===== src/rtl/raw_pkg.sv =====
package raw_pkg;

   // Default register-number width: 32 architectural registers.
   localparam int unsigned DEF_REG_W   = 5;
   // Default number of source operands per instruction.
   localparam int unsigned DEF_NUM_SRC = 2;

   // Fan-out of one stall decision to the stage controls.
   typedef struct packed {
      logic hold_fetch;
      logic hold_decode;
      logic hold_execute;
      logic mem_bubble;
   } stall_ctl_t;

   function automatic stall_ctl_t make_stall_ctl(input logic stall);
      stall_ctl_t c;
      c.hold_fetch   = stall;
      c.hold_decode  = stall;
      c.hold_execute = stall;
      c.mem_bubble   = stall;
      return c;
   endfunction

endpackage


===== src/rtl/raw_scoreboard.sv =====
module raw_scoreboard #(
   parameter int unsigned REG_W    = 5,
   parameter int unsigned NUM_REGS = 32
) (
   input  logic                clk,
   input  logic                rst,
   input  logic                set_en,
   input  logic [REG_W-1:0]    set_idx,
   input  logic                clr_en,
   input  logic [REG_W-1:0]    clr_idx,
   output logic [NUM_REGS-1:0] busy_o
);

   if (NUM_REGS != (1 << REG_W)) begin : g_bad_size
      $error("raw_scoreboard: NUM_REGS must equal 2**REG_W");
   end

   // Register 0 never carries a pending write.
   assign busy_o[0] = 1'b0;

   for (genvar r = 1; r < NUM_REGS; r++) begin : g_flag
      logic flag_q;
      always_ff @(posedge clk) begin
         if (rst) begin
            flag_q <= 1'b0;
         end else if (set_en && (set_idx == REG_W'(r))) begin
            // A new writer wins over a release in the same cycle.
            flag_q <= 1'b1;
         end else if (clr_en && (clr_idx == REG_W'(r))) begin
            flag_q <= 1'b0;
         end
      end
      assign busy_o[r] = flag_q;
   end

   AST_RESET_CLEARS: assert property (@(posedge clk) rst |=> (busy_o == '0));

endmodule


===== src/rtl/raw_src_match.sv =====
module raw_src_match #(
   parameter int unsigned REG_W    = 5,
   parameter int unsigned NUM_REGS = 32,
   parameter int unsigned NUM_SRC  = 2
) (
   input  logic [NUM_REGS-1:0]      busy_i,
   input  logic [NUM_SRC*REG_W-1:0] srcs_i,
   output logic                     hit_o
);

   if (NUM_SRC < 1) begin : g_bad_src
      $error("raw_src_match: NUM_SRC must be at least 1");
   end

   logic [NUM_SRC-1:0] hit_vec;

   for (genvar s = 0; s < NUM_SRC; s++) begin : g_src
      logic [REG_W-1:0] idx;
      assign idx        = srcs_i[s*REG_W +: REG_W];
      assign hit_vec[s] = busy_i[idx];
   end

   assign hit_o = |hit_vec;

endmodule


===== src/rtl/raw_interlock.sv =====
module raw_interlock
   import raw_pkg::*;
#(
   parameter int unsigned REG_W   = DEF_REG_W,
   parameter int unsigned NUM_SRC = DEF_NUM_SRC
) (
   input  logic                     clk,
   input  logic                     rst,
   input  logic                     ex_valid,
   input  logic [NUM_SRC*REG_W-1:0] ex_srcs,
   input  logic [REG_W-1:0]         ex_dst,
   input  logic [REG_W-1:0]         mem_dst,
   input  logic [REG_W-1:0]         wb_dst,
   output logic                     hold_fetch,
   output logic                     hold_decode,
   output logic                     hold_execute,
   output logic                     mem_bubble
);

   localparam int unsigned NUM_REGS = 1 << REG_W;

   if (REG_W < 1 || REG_W > 8) begin : g_bad_width
      $error("raw_interlock: REG_W out of supported range 1..8");
   end

   logic [NUM_REGS-1:0] busy;
   logic                raw_hit;
   logic                stall;
   logic                set_en;
   logic                clr_en;
   stall_ctl_t          ctl;

   raw_src_match #(
      .REG_W    (REG_W),
      .NUM_REGS (NUM_REGS),
      .NUM_SRC  (NUM_SRC)
   ) u_match (
      .busy_i (busy),
      .srcs_i (ex_srcs),
      .hit_o  (raw_hit)
   );

   assign stall = ex_valid & raw_hit;

   // The flag is raised as the writer leaves execute.
   assign set_en = ex_valid & ~stall & (ex_dst != '0);
   // Release on writeback, unless a younger writer of that register sits in memory.
   assign clr_en = (wb_dst != '0) & (mem_dst != wb_dst);

   raw_scoreboard #(
      .REG_W    (REG_W),
      .NUM_REGS (NUM_REGS)
   ) u_board (
      .clk     (clk),
      .rst     (rst),
      .set_en  (set_en),
      .set_idx (ex_dst),
      .clr_en  (clr_en),
      .clr_idx (wb_dst),
      .busy_o  (busy)
   );

   assign ctl          = make_stall_ctl(stall);
   assign hold_fetch   = ctl.hold_fetch;
   assign hold_decode  = ctl.hold_decode;
   assign hold_execute = ctl.hold_execute;
   assign mem_bubble   = ctl.mem_bubble;

   AST_IDLE_NO_HOLD: assert property (@(posedge clk) disable iff (rst)
      !ex_valid |-> !hold_execute);
   AST_ZERO_SRC_FREE: assert property (@(posedge clk) disable iff (rst)
      (ex_valid && ex_srcs == '0) |-> !hold_execute);
   AST_WRITER_MARKS: assert property (@(posedge clk) disable iff (rst)
      (ex_valid && !hold_execute && ex_dst != '0) |=> busy[$past(ex_dst)]);
   AST_WB_RELEASES: assert property (@(posedge clk) disable iff (rst)
      (wb_dst != '0 && mem_dst != wb_dst &&
       !(ex_valid && !hold_execute && ex_dst == wb_dst)) |=> !busy[$past(wb_dst)]);
   AST_YOUNGER_KEEPS: assert property (@(posedge clk) disable iff (rst)
      (wb_dst != '0 && mem_dst == wb_dst) |=> busy[$past(wb_dst)]);

endmodule


===== config.mk =====
export PLATFORM = sky130hd
export DESIGN_NAME = raw_interlock
export DESIGN_NICKNAME = d
export VERILOG_FILES = /design/src/rtl/raw_pkg.sv /design/src/rtl/raw_scoreboard.sv /design/src/rtl/raw_src_match.sv /design/src/rtl/raw_interlock.sv
export SDC_FILE = /design/constraint.sdc
export NUM_CORES = 1
export LEC_CHECK = 0
export BUFFER_PORTS_ARGS = -buffer_cell sky130_fd_sc_hd__buf_2
export CORE_MARGIN = 4
export CORE_UTILIZATION = 35
export DETAILED_ROUTE_END_ITERATION = 16
export GPL_ROUTABILITY_DRIVEN = 0
export MAX_ROUTING_LAYER = met4
export PLACE_DENSITY_LB_ADDON = 0.25
export SLEW_MARGIN = 25
export SYNTH_ARGS = -nofsm -noshare
export SYNTH_HDL_FRONTEND = slang
export SYNTH_SLANG_ARGS = --single-unit

===== constraint.sdc =====
create_clock -name clk -period 1.67 [get_ports clk]
set_input_delay 0.0835 -clock clk [delete_from_list [all_inputs] [get_ports clk]]
set_output_delay 0.0835 -clock clk [all_outputs]
set_load 0.1 [all_outputs]

Word-level counts from Yosys, hierarchy flattened. Cells that the tools add are included.

Output and inout port bits: 4. Register bits after elaboration: 31. Bits of input ports: 28. Logic and storage cells: 263.

Reduce and logical (&&, ||, !) cells: 96. Equality and inequality tests: 63. Multiplexer cells: 66. Magnitude comparators: 2. Bitwise operators: 5.

Operators with widths (count): == test 5 bit (second input constant) (32); == test 5 x 4 -> 1 bit (second input constant) (16); 2-to-1 mux 1 bit (64); logical AND 1 bit (62); nonzero test 2 bit (31); == test 5 x 3 -> 1 bit (second input constant) (8); == test 5 x 2 -> 1 bit (second input constant) (4); less-than comparator 5 x 6 -> 1 bit (second input constant) (2); binary-select mux 1 bit (select 5 bit) (2); == test 5 x 1 -> 1 bit (second input constant) (2); nonzero test 5 bit (2); inequality test 5 bit (1); AND 1 bit (4); OR reduction 2 bit (1); inverter 1 bit (1).

Longest topological paths before layout. Gate-level depths: netlist (run 1).

Word-level depth: 9. Mapped depth: 8. Depth with buffers taken out: 5.

By module. A second synthesis (run 1) with hierarchy kept.

Cell total of the unflattened synthesis: 272. Area, all modules: 2322.2 um^2.

By module, submodules not included: raw_scoreboard (area each 1615.3 um^2, seq. area each 620.6 um^2, times used 1, cells each 193); raw_src_match (area each 591.8 um^2, seq. area each 0.0 um^2, times used 1, cells each 62); raw_interlock (area each 115.1 um^2, seq. area each 0.0 um^2, times used 1, cells each 17).

Worst setup path before layout (run 1). No wires, ideal clock.

Path type: flip-flop to output port. Start: reg u_board.g_flag[19].flag_q. End: out hold_execute. Required time: 1.586 ns. Slack: -1.033 ns. Arrival time: 2.619 ns. Stages on the path, launching flop included: 8. Path through: dfxtp_1 > mux2i_1 > mux4_2 > a32oi_1 > a31o_2 > buf_2 > o21a_1 > buf_4.

Cells in the longest elaborated chain, start to end: 4. Elaborated cells between the ends (all ways): 6.

Ends and longest elaborated chain: start: declaration (line raw_scoreboard.sv:22) `logic flag_q;`; start signal: assignment (line raw_scoreboard.sv:25) `flag_q <= 1'b0;`; start signal: assignment (line raw_scoreboard.sv:28) `flag_q <= 1'b1;`; start signal: assignment (line raw_scoreboard.sv:30) `flag_q <= 1'b0;`; binary-select mux 1 bit (select 5 bit) (line raw_src_match.sv:20) `assign hit_vec[s] = busy_i[idx];`; 2-to-1 mux 1 bit (implied by the code) (line raw_src_match.sv:20); OR reduction 2 bit (*) (line raw_src_match.sv:23) `assign hit_o = |hit_vec;`; AND 1 bit (*) (line raw_interlock.sv:43) `assign stall = ex_valid & raw_hit;`; end: declaration (line raw_interlock.sv:16) `output logic hold_execute,`.

Every way passes the cells marked *; elsewhere a longest branch is shown, timed or not. The select of a mux whose other input is x is not followed.

Worst setup path in the final report (run 1).
Start: reg u_board.g_flag[13].flag_q. End: out hold_fetch.

Cells in the longest elaborated chain, start to end: 4. Elaborated cells between the ends (all ways): 6.

Ends and longest elaborated chain: start: declaration (line raw_scoreboard.sv:22); start signal: assignment (line raw_scoreboard.sv:25); start signal: assignment (line raw_scoreboard.sv:28); start signal: assignment (line raw_scoreboard.sv:30); binary-select mux 1 bit (select 5 bit) (line raw_src_match.sv:20); 2-to-1 mux 1 bit (implied by the code) (line raw_src_match.sv:20); OR reduction 2 bit (*) (line raw_src_match.sv:23); AND 1 bit (*) (line raw_interlock.sv:43); end: declaration (line raw_interlock.sv:14) `output logic hold_fetch,`.

Marks and branches as above.

==> qor.txt, run 1 <==
DP HPWL: 5670 um
I/O pin count: 32
final hold vios: 0
Core ar.: 0.00603 sq mm
Reg2Reg Depth: 8
async set or reset register ratio after synthesis: 0
Inserted Clock Buffers: 5
number of max-cap violations: 0
most frequent cells in the layout: buf_4, o211ai_1, buf_2
first-pass GRT wire length: 12100 um
Post-synth EDFFs: 0
post-route clock period utilization: 1.29
synthesized area: 0.00221 sq mm
Critical Path Sink Type: output port
Regs by FF count: u_board.g_flag.flag_q (31)
Routed WL per cell: 20.0 um
minimum clock period: 2160 ps
clk sink count: 31
row cnt: 28
final setup vio count: 35
hold_buf cts: 0
Fmax: 0.463 GHz
commonest non-fill, non-tap cell in the layout: buf_4
IO buf count: 31
Comb pwr share: 0.302
Area contributors post-synth: dfxtp_1, mux4_2, o211ai_1, o31ai_1, o41ai_2
Remaining Overflow, GRT: 0
multi-input logic area: 0.00174 sq mm
failing checks: negative setup slack
Top reg by flops: u_board.g_flag.flag_q
Crit Path Category: flop to output port
Final Non-Filler Cells: 384
htree depth: 2
Vias/cell: 6.05
Slew @ Worst Pin: 694 ps
vias in the first global route: 2311
Longest Clk Path Bufs: 2
Post-Route WL: 7670 um
vias: 2323
worst setup margin: -488 ps
NetSw: 609 uW
Starting DRT DRC Count: 114
share of the synthesized area in the top cell type: 0.281
clock skew: 4.17 ps
fin util: 0.543
Avg Cell Area, Syn: 9.24 sq um
reg2reg setup slack: -430 ps
Syn Nets: 267
P_int: 1.24 mW
CP Launch Type: flop
layout cell share with drive strength beyond 1: 0.489
Hold WS: 167 ps
Synth warnings: 0
Worst Path Required: 1590 ps
ys flop type: dfxtp_1
sequential-to-total area share from yosys stat: 0.281
crit-path max FO: 4
die area: 0.00764 sq mm
Netlist cell types: 37
CP startpoint: u_board.g_flag[13].flag_q
Final ANT Viol Nets: 0
initial antenna violation count: 0
Yosys reg bits: 31
Die W: 87.4 um
die height: 87.4 um
Post-Syn Instances: 239
power share of the clock group: 0.292
ant diodes: 0
hold depth: 3
Max-Slew Margin vs Limit: 0.532
reg2reg end: u_board.g_flag[6].flag_q
Worst IR Drop VDD: 0.329 mV
fin nets: 338
Initial Util: 0.366
FILL cells: 544
max reg flops: 31
sequential power share: 0.406
DR DRC count: 0
hold path endpoint: u_board.g_flag[6].flag_q
RSZ-0062 raised after global routing: yes
Final Power: 1.85 mW
Sw Ratio: 0.329
Reg area: 634 sq um
largest area contributor in the synthesized netlist: dfxtp_1
fin. max-slew vios: 0
clock-pin slew on the worst setup and hold paths: 60 ps
hold_sp: ex_dst[2]
Critical R2R Launch: u_board.g_flag[31].flag_q
CP arrival: 2070 ps
Leak: 1.26 nW
area delta synth->final: 48.2%
worst-skew pair later-pin latency: 280 ps
worst min path class: input port to flop
GR Util All Layers: 0.211
Pre-Repair DR Iteration Count: 4
dpl cells: 370
CTS tree: built
root buffer cell: clkbuf_8
outcome: finished with violations
Power Dens Cells: 566 mW/mm^2
largest net degree at the start of global routing: 19
==> final cells by class <==
class	count	share of cell area
well taps	75	0.0287
repair buffers	83	0.211
flip-flops and latches	31	0.194
clock buffers	6	0.0222
multi-input cells	178	0.532
inverters	11	0.0126
==> cells by family (layout without fill, tap and decap cells) <==
kind of cell,count (synthesis),in the layout,synth area share
AOI/OAI and AO/OA,79,79,0.294
and+or+nand+nor,72,72,0.169
DFF,31,31,0.281
buffers and inverters,30,100,0.0663
muxes,22,22,0.170
xor gates and xnor gates,5,5,0.0198
==> metal layers <==
layer	wire length [um]	track usage
met5	0	-
met1	3430	0.290
met4	127	0.0725
met3	563	0.0322
met2	3550	0.314
==> worst max path at each step <==
stage	slack [ps]	cells after the start	end
3_3_place_gp	-300	7	u_board.g_flag[28].flag_q
2_1_floorplan	-350	7	hold_execute
5_1_grt	-580	6	hold_decode
3_5_place_dp	-370	7	u_board.g_flag[20].flag_q
6_report	-490	6	hold_fetch
4_1_cts	-480	6	hold_fetch
==> cell usage after synthesis, types with 3 or more instances <==
library cell  count
dfxtp_1          31
o211ai_1         28
nand2_1          23
o31ai_1          23
nand3_1          15
mux4_2           12
inv_1            11
nor2_1            9
clkbuf_1          8
buf_2             6
mux2i_1           6
nand2b_1          6
o41ai_2           6
nor3_1            5
xnor2_1           5
mux2_2            4
o21ai_0           4
o311ai_0          4
buf_4             3
nor2b_1           3
o21bai_1          3
==> power groups by stage <==
| stage | Clock [mW] | Combinational (mW) | Sequential (mW) |
|---|---|---|---|
| 2_1_floorplan | 0 | 0.295 | 0.765 |
| 3_3_place_gp | 0 | 0.449 | 0.767 |
| 3_5_place_dp | 0 | 0.450 | 0.768 |
| 4_1_cts | 0.547 | 0.474 | 0.751 |
| 5_1_grt | 0.576 | 0.592 | 0.752 |
| 6_report | 0.541 | 0.559 | 0.752 |
==> critical path, stage by stage (launching register included) <==
cell      delay, ps
dfxtp_2         340
mux4_2          470
mux2i_2         170
a221oi_2         80
a31o_2          270
o21a_4          270
buf_12          180
==> stage by stage <==
step           instance area, sq um  worst slack [ps]  TNS [ps]
4_1_cts                        2930              -484    -12000
3_5_place_dp                   2770              -372     -9890
6_report                       3270              -488    -13690
3_3_place_gp                   2770              -305     -8620
2_1_floorplan                  2280              -347     -2220
5_1_grt                        3270              -583    -17420
==> repair_timing <==
action	CTS	global route
pin swaps	5	7
resized for setup	18	46
cloned	0	1
setup endpoints to repair	35	35
setup buffers	4	5
Power figures use the tool's default switching activity.
==> inputs of run 2 (changes only) <==
Settings changed: CORE_UTILIZATION 35 to 54, CTS_BUF_LIST set to sky130_fd_sc_hd__clkbuf_2 sky130_fd_sc_hd__clkbuf_4 sky130_fd_sc_hd__clkbuf_8.
==> run 2 against run 1 <==
Effect of this change: the run still ends with negative setup slack left; flip-flop and latch count unchanged; sequential share of layout area down 0.18 points; combinational power up 7.0%; final area up 0.54%; wire length up 15%; die area down 32%; maximum frequency down 2.3%; non-clock buffer count down 1; largest power group unchanged.
==> qor.txt, run 2 (synthesis results as in run 1) <==
clk sink count: 31 (unchanged)
Die W: 72.0 um (was 87.4 um)
commonest non-fill, non-tap cell in the layout: buf_4 (unchanged)
Starting DRT DRC Count: 302 (was 114)
final setup vio count: 35 (unchanged)
design area: 0.00329 sq mm (was 0.00327 sq mm)
ant diodes: 0 (unchanged)
outcome: finished with violations (unchanged)
Remaining Overflow, GRT: 0 (unchanged)
CTS tree: built (unchanged)
Fmax: 0.453 GHz (was 0.463 GHz)
I/O pin count: 32 (unchanged)
largest net degree at the start of global routing: 19 (unchanged)
hold_sp: ex_valid (was ex_dst[2])
max reg flops: 31 (unchanged)
Initial Util: 0.581 (was 0.366)
Regs by FF count: u_board.g_flag.flag_q (31) (unchanged)
clock-pin slew on the worst setup and hold paths: 70 ps (was 60 ps)
root buffer cell: clkbuf_8 (unchanged)
Final ANT Viol Nets: 0 (unchanged)
IO buf count: 31 (unchanged)
Core ar.: 0.00380 sq mm (was 0.00603 sq mm)
Crit Path Category: flop to flop (was flop to output port)
worst-skew pair later-pin latency: 290 ps (was 280 ps)
fin. max-slew vios: 0 (unchanged)
Routed WL per cell: 24.7 um (was 20.0 um)
Max-Slew Margin vs Limit: 0.470 (was 0.532)
Critical R2R Launch: u_board.g_flag[23].flag_q (was u_board.g_flag[31].flag_q)
number of max-cap violations: 0 (unchanged)
GR Util All Layers: 0.300 (was 0.211)
Post-Route WL: 8810 um (was 7670 um)
crit-path max FO: 8 (was 4)
post-route clock period utilization: 1.32 (was 1.29)
fin nets: 337 (was 338)
fin util: 0.866 (was 0.543)
most frequent cells in the layout: buf_4, o211ai_1, buf_2 (unchanged)
die height: 72.0 um (was 87.4 um)
initial antenna violation count: 0 (unchanged)
Top reg by flops: u_board.g_flag.flag_q (unchanged)
Post-DP Area: 0.00277 sq mm (about the same)
Worst IR Drop VDD: 0.673 mV (was 0.329 mV)
RSZ-0062 raised after global routing: yes (unchanged)
Pre-Repair DR Iteration Count: 5 (was 4)
first-pass GRT wire length: 11800 um (was 12100 um)
failing checks: negative setup slack (unchanged)
layout cell share with drive strength beyond 1: 0.472 (was 0.489)
DR DRC count: 0 (unchanged)
row cnt: 22 (was 28)
Longest Clk Path Bufs: 2 (unchanged)
Power Dens Cells: 599 mW/mm^2 (was 566 mW/mm^2)
clock skew: 5.65 ps (was 4.17 ps)
worst setup margin: -539 ps (was -488 ps)
area delta synth->final: 49.0% (was 48.2%)
CP arrival: 2400 ps (was 2070 ps)
worst min path class: input port to flop (unchanged)
CP Launch Type: flop (unchanged)
CP startpoint: u_board.g_flag[23].flag_q (was u_board.g_flag[13].flag_q)
Slew @ Worst Pin: 786 ps (was 694 ps)
Inserted Clock Buffers: 5 (unchanged)
Critical Path Sink Type: flop (was output port)
vias: 2560 (was 2323)
htree depth: 2 (unchanged)
Worst Path Required: 1860 ps (was 1590 ps)
minimum clock period: 2210 ps (was 2160 ps)
hold_buf cts: 0 (unchanged)
die area: 0.00518 sq mm (was 0.00764 sq mm)
Vias/cell: 7.17 (was 6.05)
final hold vios: 0 (unchanged)
Leak: 1.27 nW (was 1.26 nW)
vias in the first global route: 2317 (was 2311)
DP HPWL: 5300 um (was 5670 um)
-- run 2: per-layer routing --
metal / global-route usage / share of wire
met5: - / 0
met4: 0.134 / 0.043
met2: 0.454 / 0.46
met3: 0.0623 / 0.11
met1: 0.387 / 0.38
-- run 2: critical path: stages (launching register included) --
cell and delay (ps):
dfxtp_2 350, mux4_2 490, mux2i_1 160, nand3_1 110, a31o_4 260, buf_6 120, buf_12 140, buf_12 140
o41ai_4 340
-- run 2: layout make-up --
class,instances,area [sq um]
Clock buffer,6,82.6
Clock inverter,1,5.00
Fill cell,181,508
Inverter,11,41.3
Multi-Input combinational cell,178,1780
Sequential cell,31,632
Tap cell,48,60.1
Timing Repair Buffer,82,692
-- run 2: path summary, 6_finish.rpt --
kind	cells past startpoint	slack, ps	to
min	3	200	u_board.g_flag[31].flag_q
min reg2reg	2	560	u_board.g_flag[19].flag_q
max	8	-540	u_board.g_flag[28].flag_q
max reg2reg	8	-540	u_board.g_flag[28].flag_q
-- run 2: per-stage QoR --
stage               setup slack (ps)  hold slack (ps)  power [mW]  std cells  setup TNS, ps
floorplan                       -347              256        1.06        239          -2220
global route                    -602              203        2.03        357         -17350
finish                          -539              196        1.97        357         -15260
global placement                -284              444        1.21        345          -8650
CTS                             -511              163        1.83        353         -12950
detailed placement              -380              459        1.22        345         -10850
-- run 2: repair_timing --
action | CTS | global route
resized for setup | 21 | 45
pin swaps | 5 | 29
setup buffers | 1 | 3
gates cloned | 0 | 1
endpoints found under the setup margin | 35 | 35
-- run 2: power by group --
part	switching, mW	internal, mW
clock network	0.298	0.323
registers	0.00642	0.744
logic	0.362	0.236
total	0.666	1.30
